**src/rtl/stw_pkg.sv**
```systemverilog
package stw_pkg;
  localparam int unsigned WORD_W = 32;
  localparam int unsigned FLG_W  = 9;
  localparam int unsigned EST_W  = 9;
  localparam int unsigned EXC_W  = 8;
  localparam int unsigned VIEW_W = 3;

  localparam logic [WORD_W-1:0] FLG_MASK = 32'hF80F_0000;
  localparam logic [WORD_W-1:0] EST_MASK = 32'h0700_FC00;
  localparam logic [WORD_W-1:0] EXC_MASK = 32'h0000_00FF;
  localparam logic [WORD_W-1:0] RSV_MASK = ~(FLG_MASK | EST_MASK | EXC_MASK);

  typedef enum logic [VIEW_W-1:0] {
    VW_ALL     = 3'd0,
    VW_FLG_EXC = 3'd1,
    VW_FLG_EST = 3'd2,
    VW_EXC_EST = 3'd3,
    VW_FLG     = 3'd4,
    VW_EXC     = 3'd5,
    VW_EST     = 3'd6,
    VW_NONE    = 3'd7
  } view_e;

  typedef struct packed {
    logic flg_rd;
    logic exc_rd;
    logic flg_wr;
    logic need_priv;
  } view_attr_t;

  function automatic logic [WORD_W-1:0] pack_word(
    input logic [FLG_W-1:0] flg,
    input logic [EST_W-1:0] est,
    input logic [EXC_W-1:0] exc);
    return {flg[8:4], est[8:6], 4'b0000, flg[3:0], est[5:0], 2'b00, exc};
  endfunction

  function automatic logic [FLG_W-1:0] take_flags(input logic [WORD_W-1:0] w);
    return {w[31:27], w[19:16]};
  endfunction
endpackage

```
**src/rtl/stw_en_reg.sv**
```systemverilog
module stw_en_reg #(
  parameter int unsigned W = 8
) (
  input  logic         clk,
  input  logic         rst_n,
  input  logic         en,
  input  logic [W-1:0] d,
  output logic [W-1:0] q
);
  logic [W-1:0] q_nxt;

  always_comb begin
    q_nxt = q;
    if (en) q_nxt = d;
  end

  always_ff @(posedge clk or negedge rst_n) begin
    if (!rst_n) q <= '0;
    else        q <= q_nxt;
  end
endmodule

```
**src/rtl/stw_view_decode.sv**
```systemverilog
module stw_view_decode
  import stw_pkg::*;
(
  input  logic [VIEW_W-1:0] view,
  output view_attr_t        attr
);
  always_comb begin
    attr = '{flg_rd: 1'b0, exc_rd: 1'b0, flg_wr: 1'b0, need_priv: 1'b1};
    unique case (view_e'(view))
      VW_ALL:     begin attr.flg_rd = 1'b1; attr.exc_rd = 1'b1; attr.flg_wr = 1'b1; end
      VW_FLG_EXC: begin attr.flg_rd = 1'b1; attr.exc_rd = 1'b1; attr.flg_wr = 1'b1; end
      VW_FLG_EST: begin attr.flg_rd = 1'b1; attr.flg_wr = 1'b1; end
      VW_EXC_EST: begin attr.exc_rd = 1'b1; end
      VW_FLG:     begin attr.flg_rd = 1'b1; attr.flg_wr = 1'b1; attr.need_priv = 1'b0; end
      VW_EXC:     begin attr.exc_rd = 1'b1; end
      VW_EST:     begin end
      VW_NONE:    begin end
      default:    begin end
    endcase
  end
endmodule

```
**src/rtl/stw_read_port.sv**
```systemverilog
module stw_read_port
  import stw_pkg::*;
(
  input  logic              clk,
  input  logic              rst_n,
  input  logic              rd_req,
  input  logic              viol_req,
  input  logic [WORD_W-1:0] rd_word,
  output logic              rd_vld,
  output logic [WORD_W-1:0] rd_data,
  output logic              acc_viol
);
  logic              vld_nxt;
  logic              viol_nxt;
  logic [WORD_W-1:0] data_nxt;

  always_comb begin
    vld_nxt  = rd_req;
    viol_nxt = viol_req;
    data_nxt = rd_req ? rd_word : '0;
  end

  always_ff @(posedge clk or negedge rst_n) begin
    if (!rst_n) begin
      rd_vld   <= 1'b0;
      rd_data  <= '0;
      acc_viol <= 1'b0;
    end else begin
      rd_vld   <= vld_nxt;
      rd_data  <= data_nxt;
      acc_viol <= viol_nxt;
    end
  end
endmodule

```
**src/rtl/stw_view_unit.sv**
```systemverilog
module stw_view_unit
  import stw_pkg::*;
(
  input  logic              clk,
  input  logic              rst_n,
  input  logic              req_vld,
  input  logic              req_wr,
  input  logic [VIEW_W-1:0] req_view,
  input  logic              req_priv,
  input  logic [WORD_W-1:0] req_wdata,
  input  logic              hw_exc_we,
  input  logic [EXC_W-1:0]  hw_exc_num,
  input  logic              hw_est_we,
  input  logic [EST_W-1:0]  hw_est,
  output logic              rd_vld,
  output logic [WORD_W-1:0] rd_data,
  output logic              acc_viol,
  output logic [WORD_W-1:0] stk_word
);
  logic [1:0] rst_pipe_q;
  logic       rst_sync_n;

  always_ff @(posedge clk or negedge rst_n) begin
    if (!rst_n) rst_pipe_q <= 2'b00;
    else        rst_pipe_q <= {rst_pipe_q[0], 1'b1};
  end
  assign rst_sync_n = rst_pipe_q[1];

  view_attr_t        attr;
  logic              acc_ok;
  logic              viol_req;
  logic              rd_req;
  logic              flg_we;
  logic [WORD_W-1:0] rd_mask;
  logic [WORD_W-1:0] cur_word;
  logic [WORD_W-1:0] rd_word;
  logic [FLG_W-1:0]  flg_q;
  logic [EST_W-1:0]  est_q;
  logic [EXC_W-1:0]  exc_q;

  stw_view_decode dec_i (
    .view (req_view),
    .attr (attr)
  );

  always_comb begin
    acc_ok   = req_vld && (req_priv || !attr.need_priv);
    viol_req = req_vld && !acc_ok;
    rd_req   = req_vld && !req_wr;
    flg_we   = acc_ok && req_wr && attr.flg_wr;
    rd_mask  = (attr.flg_rd ? FLG_MASK : '0) | (attr.exc_rd ? EXC_MASK : '0);
    cur_word = pack_word(flg_q, est_q, exc_q);
    rd_word  = acc_ok ? (cur_word & rd_mask) : '0;
  end

  stw_en_reg #(.W(FLG_W)) flg_reg_i (
    .clk (clk), .rst_n (rst_sync_n), .en (flg_we),
    .d (take_flags(req_wdata)), .q (flg_q)
  );
  stw_en_reg #(.W(EST_W)) est_reg_i (
    .clk (clk), .rst_n (rst_sync_n), .en (hw_est_we),
    .d (hw_est), .q (est_q)
  );
  stw_en_reg #(.W(EXC_W)) exc_reg_i (
    .clk (clk), .rst_n (rst_sync_n), .en (hw_exc_we),
    .d (hw_exc_num), .q (exc_q)
  );

  stw_read_port rdp_i (
    .clk      (clk),
    .rst_n    (rst_sync_n),
    .rd_req   (rd_req),
    .viol_req (viol_req),
    .rd_word  (rd_word),
    .rd_vld   (rd_vld),
    .rd_data  (rd_data),
    .acc_viol (acc_viol)
  );

  assign stk_word = cur_word;
endmodule

```
**config.mk**
```make
export PLATFORM = sky130hd
export DESIGN_NAME = stw_view_unit
export DESIGN_NICKNAME = d
export VERILOG_FILES = /design/src/rtl/stw_pkg.sv /design/src/rtl/stw_en_reg.sv /design/src/rtl/stw_view_decode.sv /design/src/rtl/stw_read_port.sv /design/src/rtl/stw_view_unit.sv
export SDC_FILE = /design/constraint.sdc
export NUM_CORES = 1
export LEC_CHECK = 0
export ABC_AREA = 1
export BUFFER_PORTS_ARGS = -buffer_cell sky130_fd_sc_hd__buf_2
export CORE_MARGIN = 2
export CORE_UTILIZATION = 45
export CTS_BUF_LIST = sky130_fd_sc_hd__clkbuf_16
export CTS_CLUSTER_DIAMETER = 100
export DETAILED_ROUTE_END_ITERATION = 8
export GPL_TIMING_DRIVEN = 0
export HOLD_SLACK_MARGIN = 0.15
export PLACE_DENSITY = 0.79
export SYNTH_ARGS = -nofsm -noshare
export SYNTH_HDL_FRONTEND = slang
export SYNTH_HIERARCHICAL = 1
export SYNTH_SLANG_ARGS = --single-unit
```
**constraint.sdc**
```tcl
create_clock -name clk -period 2.5 [get_ports clk]
set_input_delay 0.25 -clock clk [delete_from_list [all_inputs] [get_ports clk]]
set_output_delay 0.25 -clock clk [all_outputs]
set_load 0.05 [all_outputs]
```
==> qor.txt, run 1 <==
CTS HTree Levels: 3
Clock Latency Late Sink: 320 ps
Final Critical Period: 1261 ps
GR Overflow Total: 0
Reg power frac: 37.1%
total die area: 6056 um^2
Num CTS Buffers: 9
final RePlAce weighted congestion: 0.7537
R2R cell count: 1
row count: 26
CP endpoint: stk_word[19]
Core Util, Final: 71.21%
CTS clk-pin slew, worst paths: 50 ps
unique cell type count in the Yosys netlist: 12
Post-route DRC: 0
DRT antenna net count: 0
CP Cell Sequence: buf_2
boundary pin count: 125
Die W: 77.82 um
Seq/Total Area, Yosys: 63.27%
crit path kind: flip-flop to output port
crit share post-route: 50.45%
global-route wire length before repair: 8914 um
outcome: finished, final reports clean
Die H: 77.82 um
Final Cell Area: 3684 um^2
Starting Density: 47.41%
Net Switching: 0.8701 mW
TritonCTS clock tree: built
Layout Nets: 486
Antenna diodes: 0
Final Skew: 5.687 ps
Fin Setup TNS: 0 ps
Placed Instance Area: 3102 um^2
Clk pwr share: 44.2%
Via Count: 2059
post-synthesis area per instance: 8.853 um^2
setup bufs post-CTS: 0
Final Slew Violations: 0
CTS Buffer Depth: 2
synthesis-stage register bit count: 62
largest net degree at the start of global routing: 37
worst setup path startpoint: flg_reg_i/q[3]
RSZ-0062 raised after global routing: no
hpwl dp: 3488 um
CTS root buf: clkbuf_16
WHS: 165.9 ps
clock sinks: 62
Peak supply drop: 0.4415 mV
slowest CP cell: dfrtp_1
sw frac: 28.40%
Routed Wire Length: 5171 um
GRT Util Overall: 18.93%
initial antenna violation count: 0
drt initial violations: 58
Int Power: 2.193 mW
Pwr Total: 3.063 mW
Top Family by Delay on Critical Path: flip-flops
number of global-route vias before repair: 1995
# port buffers: 93
Mapped Area: 2452 um^2
Slew @ Worst Pin: 570.7 ps
power density over the cells: 831.6 nW/um^2
Pleak: 2.369 nW
FF-to-FF End: exc_reg_i/q[6]
Setup crit start kind: flip-flop
Pre-antenna DRT Iters: 4
combinational power share: 18.8%
Levels on crit path: 1
Vias/cell: 4.102
Fmax: 792.9 MHz
DR WL/cell: 10.30 um
Synth Instances: 277
Worst Path Buf+Inv: 1
Post-CTS Resized: 0
Core Box Area: 5172 um^2
CP max FO: 3
Hold Fails Final Rpt: 0
Setup-failing EPs final: 0
share of cells above drive strength 1: 30.09%
hold crit path type: primary input to flip-flop
Critical Path AT: 1010 ps
Critical Path Max Stage Delay: 400 ps
WP data required: 2250 ps
Critical Path End Type: output port
R2R setup slack: 1660 ps
Rel. slew slack: 61.95%
max capacitance violation total: 0
Layout area overhead: 50.20%
YS warnings: 6
worst flop-to-flop path startpoint: rst_pipe_q[1]
==> per-layer routing <==
layer,global-route usage [%],wire length (um)
met5,0,0
met4,11.07,92
met3,2.442,206
met2,33.02,2735
met1,22.27,2136
==> logic make-up after synthesis <==
kind of cell | count (synthesis) | share of synthesized area, %
simple gates | 158 | 24.69
flops | 62 | 63.27
buf+inv | 55 | 11.73
other cells | 2 | 0.3062
==> registers in the layout (all words and copies together), names as in the netlist <==
register / count
est_reg_i/q: 9
rst_pipe_q: 2
flg_reg_i/q: 9
rdp_i/rd_vld: 1
rdp_i/acc_viol: 1
exc_reg_i/q: 8
rdp_i/rd_data: 32
==> repair_timing <==
item	4_1_cts	5_1_grt
hold buffers	25	0
setup endpoints to repair	0	0
hold endpoints to repair	26	0
==> power by group through the flow <==
stage / clock, mW / combinational [mW] / sequential, mW
floorplan: 0 / 0.144 / 1.40
global route: 1.44 / 0.618 / 1.15
CTS: 1.38 / 0.573 / 1.13
global placement: 0 / 0.521 / 1.16
finish: 1.35 / 0.575 / 1.14
detailed placement: 0 / 0.541 / 1.15
==> area by class of cell <==
class	instances	area (um^2)
flip-flops and latches	62	1553
fillers	394	1489
repair buffers	119	735.7
multi-input cells	180	688.2
clock buffers	9	225.2
inverters	39	146.4
plain buffers	16	141.4
clock inverters	7	106.4
well taps	70	87.58
==> Yosys cell counts, drive strengths merged <==
cell type  count  area, um^2
nor2          26       100.1
nand2        132       505.5
conb           2       7.510
dfrtp         62        1551
inv           39       146.4
buf           16       141.4
==> layout by cell type (no fill, tap or decap), drive strengths merged <==
cell,netlist,layout
inv,39,42
conb,2,22
nor2,26,26
clkbuf,0,9
dfrtp,62,62
bufinv,0,3
nand2,132,132
buf,16,110
dlygate4sd3,0,25
clkinv,0,1
==> worst min-delay path by stage <==
stage | startpoint | endpoint | slack, ps | cells past startpoint
2_1_floorplan | rst_n | rst_pipe_q[0] | -50 | 0
3_3_place_gp | rst_n | rst_pipe_q[1] | 40 | 1
3_5_place_dp | rst_n | rst_pipe_q[0] | 40 | 1
4_1_cts | hw_est[3] | est_reg_i/q[3] | 160 | 3
5_1_grt | hw_est[3] | est_reg_i/q[3] | 170 | 3
6_report | hw_est[3] | est_reg_i/q[3] | 170 | 3
==> through the flow <==
step,worst slack [ps],cells
4_1_cts,1266,502
6_report,1239,502
3_3_place_gp,103.3,460
2_1_floorplan,645.9,297
3_5_place_dp,1159,461
5_1_grt,1214,502
No activity file was read; power rests on OpenSTA's default activity.
==> run 2, diff against run 1 <==
--- a/config.mk
+++ b/config.mk
@@ -5,16 +5,16 @@
 export SDC_FILE = /design/constraint.sdc
 export NUM_CORES = 1
 export LEC_CHECK = 0
-export ABC_AREA = 1
+export ABC_AREA = 0
 export BUFFER_PORTS_ARGS = -buffer_cell sky130_fd_sc_hd__buf_2
 export CORE_MARGIN = 2
-export CORE_UTILIZATION = 45
+export CORE_UTILIZATION = 42
 export CTS_BUF_LIST = sky130_fd_sc_hd__clkbuf_16
 export CTS_CLUSTER_DIAMETER = 100
 export DETAILED_ROUTE_END_ITERATION = 8
 export GPL_TIMING_DRIVEN = 0
 export HOLD_SLACK_MARGIN = 0.15
-export PLACE_DENSITY = 0.79
+export PLACE_DENSITY = 0.77
 export SYNTH_ARGS = -nofsm -noshare
 export SYNTH_HDL_FRONTEND = slang
 export SYNTH_HIERARCHICAL = 1
==> constraint.sdc (replaced) <==
create_clock -name clk -period 1.12 [get_ports clk]
set_input_delay 0.112 -clock clk [delete_from_list [all_inputs] [get_ports clk]]
set_output_delay 0.112 -clock clk [all_outputs]
set_load 0.05 [all_outputs]
==> qor.txt, run 2 <==
Fmax: 885.8 MHz
Final Slew Violations: 0 (unchanged)
number of synthesized flops with an enable pin: 0 (unchanged)
Rel. slew slack: 51.83% (-10 points)
Die W: 82.79 um (+6.4%)
synth top area cells: dfrtp_1 60%, mux2_4 15%, and2_2 9.5%
unique cell type count in the Yosys netlist: 19 (+7)
most numerous cell in the Yosys netlist: dfrtp_1
Pre-antenna DRT Iters: 4 (unchanged)
failing checks: setup timing
met2 WL: 2797 um (+2.3%)
Layout Nets: 382 (-21%)
DR WL/cell: 13.01 um (+26%)
synthesis-stage register bit count: 62 (unchanged)
row count: 28 (+7.7%)
Hold Fails Final Rpt: 0 (unchanged)
Slew @ Worst Pin: 722.5 ps (+151.8 ps)
Inst Count DP: 355 (-23%)
CTS HTree Levels: 3 (unchanged)
CP Cell Sequence: buf_2 -> nor2_4 -> nand2_1 -> nor2b_4 -> and4b_2 -> bufbuf_16 -> mux2_4
clock sinks: 62 (unchanged)
max capacitance violation total: 0 (unchanged)
Post-route DRC: 0 (unchanged)
initial antenna violation count: 0 (unchanged)
crit share post-route: 100.8%
Routed Wire Length: 5243 um (+1.4%)
Final Critical Period: 1129 ps
Die H: 82.79 um (+6.4%)
top-area cell type share of the netlist area: 59.50% (-3.8 points)
total die area: 6854 um^2 (+13%)
synth cell count leaders: 62 x dfrtp_1, 33 x and2_2, 26 x mux2_4
Setup crit start kind: primary input
dominant cell type by area after synthesis: dfrtp_1
Seq/Total Area, Yosys: 59.50% (-3.8 points)
global-route wire length before repair: 7941 um (-11%)
most frequent cells in the layout: 89 x buf_2, 60 x dfrtp_1, 33 x and2_2, 30 x dlygate4sd3_1, 26 x mux2_4
post-synthesis area per instance: 15.61 um^2 (+76%)
FFs w/ async S/R, synth: 100.0% (unchanged)
CP max FO: 4 (+1)
Top FF cell, synth: dfrtp_1
most common cell after layout, fill and taps aside: buf_2
crit path kind: primary input to flip-flop
RSZ-0062 raised after global routing: yes
Starting Density: 43.78% (-3.6 points)
Pleak: 2.064 nW (-13%)
Clock Latency Late Sink: 320 ps (about the same)
GRT Util Overall: 16.38% (-2.5 points)
Setup-failing EPs final: 4 (+4)
Critical Path AT: 1330 ps (+320 ps)
outcome: complete, but fails checks
# port buffers: 93 (unchanged)
Critical Path Max Stage Delay: 290 ps (-110 ps)
share of cells above drive strength 1: 61.89% (+32 points)
largest net degree at the start of global routing: 61 (+65%)
hpwl dp: 3371 um (-3.4%)
WP data required: 1320 ps (-930 ps)
CTS clk-pin slew, worst paths: 50 ps (about the same)
Largest register FFs: 32 (unchanged)
hold crit path type: primary input to flip-flop
Core Box Area: 5956 um^2 (+15%)
CTS Buffer Depth: 2 (unchanged)
slowest CP cell: mux2_4
hold buffers post-CTS: 30 (+20%)
Pwr Total: 6.455 mW (+110%)
Place WS: -419.6 ps (-1578 ps)
YS warnings: 6 (unchanged)
TritonCTS clock tree: built
power density over the cells: 1668 nW/um^2 (+100%)
Mapped Area: 2608 um^2 (+6.3%)
highest routed metal layer: met4
metal3 WL: 355 um (+72%)
Via Count: 1721 (-16%)
Antenna diodes: 0 (unchanged)
DRT antenna net count: 0 (unchanged)
Layout area overhead: 48.42%
Top Registers: rdp_i/rd_data (32), est_reg_i/q (9), flg_reg_i/q (9)
number of global-route vias before repair: 1727 (-13%)
drt initial violations: 44 (-24%)
Final Skew: 8.763 ps (+3.076 ps)
Critical Path End Type: flip-flop
Post-Layout Cell Count: 403 (-20%)
Peak supply drop: 0.9526 mV (+120%)
Num CTS Buffers: 9 (unchanged)
Metal-1 WL: 2035 um (-4.7%)
Synth Instances: 167 (-40%)
Final WS setup: -8.874 ps (-1248 ps)
GR Overflow Total: 0 (unchanged)
final RePlAce weighted congestion: 0.6913 (-8.3%)
boundary pin count: 125 (unchanged)
Biggest register: rdp_i/rd_data
Vias/cell: 4.270 (+4.1%)
CTS root buf: clkbuf_16
[run 2: cell types whose count changed in the layout (fill, tap and decap cells not counted), moves of 4 or more]
| cell | delta |
|---|---|
| buf_6 | -5 |
| nor3b_2 | +11 |
| dlygate4sd3_1 | +5 |
| nor3b_1 | +4 |
| nand2_1 | -128 |
| nor2_1 | -24 |
| mux2_4 | +26 |
| and2_2 | +33 |
| inv_1 | -37 |
| buf_2 | -6 |
[run 2: cells by family (layout without fill, tap and decap cells)]
| kind of cell | count (synthesis) | in the layout | synth area share, % |
|---|---|---|---|
| AOI/OAI and AO/OA | 2 | 2 | 0.4798 |
| and+or+nand+nor | 60 | 60 | 19.67 |
| other | 2 | 22 | 0.2880 |
| buffers and inverters | 15 | 156 | 5.086 |
| muxes | 26 | 26 | 14.97 |
| DFF | 62 | 62 | 59.50 |
[run 2: through the flow]
| step | utilization, % | TNS [ps] | hold WS (ps) | instance area, um^2 |
|---|---|---|---|---|
| 5_1_grt | 64.98 | -193.3 | 55.71 | 3870 |
| 3_3_place_gp | 54.60 | -21060 | -102.5 | 3252 |
| 6_report | 64.98 | -30.66 | 56.49 | 3870 |
| 4_1_cts | 64.85 | 0 | 60.18 | 3862 |
| 3_5_place_dp | 54.60 | -22840 | -97.66 | 3252 |
| 2_1_floorplan | - | -1699 | -183.6 | 2693 |
[run 2: worst max-delay path, delay by kind of cell]
family | cells | cell delay [ps]
multiplexers | 1 | 290
buffers and inverters | 2 | 390
AND/OR/NAND/NOR | 4 | 540
[run 2: repair_timing]
action | in CTS | in global routing
setup buffers | 2 | 0
gates resized for setup | 4 | 3
endpoints found under the hold margin | 29 | 1
cloned | 1 | 0
setup endpoints to repair | 69 | 12
[run 2: where the power goes]
| group | internal [mW] | switching (mW) |
|---|---|---|
| combinational | 0.581 | 0.948 |
| sequential | 2.43 | 0.151 |
| clock | 1.46 | 0.887 |
| total | 4.47 | 1.99 |
[run 2: worst paths after layout]
kind / cells past startpoint / endpoint / startpoint / slack [ps]
worst max-delay path: 7 / flg_reg_i/q[5] / req_view[0] / -9
worst min-delay path: 2 / rdp_i/rd_vld / req_wr / 60
worst max register to register: 0 / exc_reg_i/q[7] / rst_pipe_q[1] / 210
worst min register to register: 0 / rst_pipe_q[1] / rst_pipe_q[0] / 340
max in group asynchronous: 0 / exc_reg_i/q[7] / rst_pipe_q[1] / 210
min in group asynchronous: 0 / est_reg_i/q[3] / rst_pipe_q[1] / 400
[run 2: cell type report]
cell class                      count  area [um^2]
Sequential cell                    62         1556
Clock buffer                        9        225.2
Buffer                             14        130.1
Fill cell                         466         2086
Tap cell                           75        93.84
Clock inverter                      7        35.03
Timing Repair Buffer              126        823.3
Multi-Input combinational cell    110         1006
[run 2: routing by layer]
metal  vias to the layer above  track usage, %
li1                        831               -
met1                       820           17.38
met2                        64           28.31
met3                         6           7.251
met4                         0           6.885
met5                         -               0
==> run 3, diff against run 2 <==
--- a/config.mk
+++ b/config.mk
@@ -15,6 +15,7 @@
 export GPL_TIMING_DRIVEN = 0
 export HOLD_SLACK_MARGIN = 0.15
 export PLACE_DENSITY = 0.77
+export SETUP_SLACK_MARGIN = 0.05
 export SYNTH_ARGS = -nofsm -noshare
 export SYNTH_HDL_FRONTEND = slang
 export SYNTH_HIERARCHICAL = 1
==> qor.txt, run 3 (same netlist as run 2, synthesis figures left out) <==
Num CTS Buffers: 9 (unchanged)
Routed Wire Length: 5400 um (+3.0%)
CTS clk-pin slew, worst paths: 50 ps (about the same)
Worst Path Buf+Inv: 2 (unchanged)
Critical Path End Type: flip-flop
Setup crit start kind: primary input
number of global-route vias before repair: 1754 (+1.6%)
Critical Path Max Stage Delay: 340 ps (+50 ps)
GR Overflow Total: 0 (unchanged)
power density over the cells: 1656 nW/um^2 (-0.73%)
boundary pin count: 125 (unchanged)
WP data required: 1310 ps (about the same)
total die area: 6854 um^2 (unchanged)
Clk pwr share: 35.8% (-0.5 points)
TritonCTS clock tree: built
Pre-antenna DRT Iters: 4 (unchanged)
Final Cell Area: 3955 um^2 (+2.2%)
Vias/cell: 4.304 (+0.80%)
sw frac: 30.55% (-0.24 points)
crit share post-route: 98.71% (-2.1 points)
Biggest register: rdp_i/rd_data
row count: 28 (unchanged)
Core Box Area: 5956 um^2 (unchanged)
Layout area overhead: 51.68%
CTS root buf: clkbuf_16
Hold Fails Final Rpt: 0 (unchanged)
CTS Buffer Depth: 2 (unchanged)
global-route wire length before repair: 8059 um (+1.5%)
Starting Density: 43.78% (unchanged)
CTS HTree Levels: 3 (unchanged)
Setup-failing EPs final: 0 (-4)
Pleak: 2.091 nW (+1.3%)
slowest CP cell: and4b_2
DR WL/cell: 13.37 um (+2.7%)
Post-Layout Cell Count: 404 (+0.25%)
most frequent cells in the layout: 65 x buf_2, 60 x dfrtp_1, 33 x and2_2, 30 x dlygate4sd3_1, 26 x mux2_4
WHS: 54.26 ps (-2.229 ps)
outcome: finished, final reports clean
Top Registers: rdp_i/rd_data (32), est_reg_i/q (9), flg_reg_i/q (9)
CP Cell Sequence: buf_8 -> nor2_4 -> nand2_1 -> nor2b_4 -> and4b_2 -> buf_6 -> mux2_4
DRT antenna net count: 0 (unchanged)
hold buffers post-CTS: 30 (unchanged)
Die H: 82.79 um (unchanged)
Net Switching: 2.000 mW (+0.67%)
initial antenna violation count: 0 (unchanged)
final RePlAce weighted congestion: 0.6913 (unchanged)
Critical Path AT: 1300 ps (-30 ps)
share of cells above drive strength 1: 62.01% (+0.12 points)
Fin Setup TNS: 0 ps (+30.66 ps)
largest net degree at the start of global routing: 61 (unchanged)
crit path kind: primary input to flip-flop
R2R setup slack: 210 ps (about the same)
Layout Nets: 383 (+0.26%)
combinational power share: 24.9% (+1.2 points)
Placed Instance Area: 3252 um^2 (unchanged)
RSZ-0062 raised after global routing: yes
most common cell after layout, fill and taps aside: buf_2
clock sinks: 62 (unchanged)
Post-route DRC: 0 (unchanged)
Antenna diodes: 0 (unchanged)
drt initial violations: 45 (+2.3%)
Top Family by Delay on Critical Path: simple AND/OR/NAND/NOR gates
Largest register FFs: 32 (unchanged)
Reg power frac: 39.2% (-0.8 points)
Final Slew Violations: 0 (unchanged)
CP max FO: 5 (+1)
max capacitance violation total: 0 (unchanged)
hold crit path type: primary input to flip-flop
Fmax: 904.5 MHz (+2.1%)
Inst Count DP: 355 (unchanged)
# port buffers: 93 (unchanged)
Final Critical Period: 1106 ps (-23.33 ps)
Final Skew: 9.026 ps (+0.2624 ps)
Int Power: 4.548 mW (+1.8%)
Via Count: 1739 (+1.0%)
hpwl dp: 3371 um (unchanged)
Clock Latency Late Sink: 320 ps (about the same)
GRT Util Overall: 16.62% (+0.23 points)
Die W: 82.79 um (unchanged)
Peak supply drop: 0.9641 mV (+1.2%)
-- run 3: cell count changes in the layout (fill, tap and decap cells not counted), sizes merged --
| cell | change |
|---|---|
| clkbuf | +6 |
| buf | -4 |
| bufbuf | -1 |
-- run 3: per-stage QoR --
step	total power [mW]	util, %	setup slack [ps]
2_1_floorplan	3.698	-	-184.8
3_3_place_gp	4.014	54.60	-388.2
3_5_place_dp	4.038	54.60	-419.6
4_1_cts	6.575	65.76	14.77
5_1_grt	6.846	66.41	-0.6808
6_report	6.548	66.41	14.45
-- run 3: worst paths after layout --
path,endpoint,depth (start not counted),startpoint
min in group asynchronous,flg_reg_i/q[1],0,rst_pipe_q[1]
worst max-delay path,flg_reg_i/q[0],7,req_view[1]
worst max register to register,rdp_i/rd_data[7],2,exc_reg_i/q[7]
worst min-delay path,rdp_i/rd_vld,2,req_wr
worst min register to register,flg_reg_i/q[1],0,rst_pipe_q[1]
max in group asynchronous,rst_pipe_q[1],3,rst_n
-- run 3: layout make-up --
class | instances | area, um^2
Tap cell | 75 | 93.84
Clock inverter | 7 | 35.03
Sequential cell | 62 | 1556
Buffer | 13 | 110.1
Clock buffer | 9 | 225.2
Fill cell | 459 | 2001
Multi-Input combinational cell | 110 | 1006
Timing Repair Buffer | 128 | 928.4
-- run 3: what timing repair did --
| item | 4_1_cts | 5_1_grt |
|---|---|---|
| pin swaps | 4 | 0 |
| hold endpoints to repair | 29 | 1 |
| setup endpoints to repair | 78 | 27 |
| buffers inserted | 3 | 1 |
| gates cloned | 1 | 0 |
| gates resized for setup | 19 | 25 |
-- run 3: routing by layer --
layer	part of all wire [%]	wire length (um)	GRT usage, %
met5	0	0	0
met4	1.0	55	6.885
met3	6.5	352	7.251
met2	54	2931	28.95
met1	38	2061	17.52
-- run 3: power by group through the flow --
stage / combinational, mW / clock, mW / sequential [mW]
after floorplan: 0.473 / 0 / 3.23
after global placement: 1.40 / 0 / 2.61
after detailed placement: 1.42 / 0 / 2.61
after CTS: 1.58 / 2.41 / 2.59
after global routing: 1.71 / 2.54 / 2.60
final: 1.63 / 2.35 / 2.57
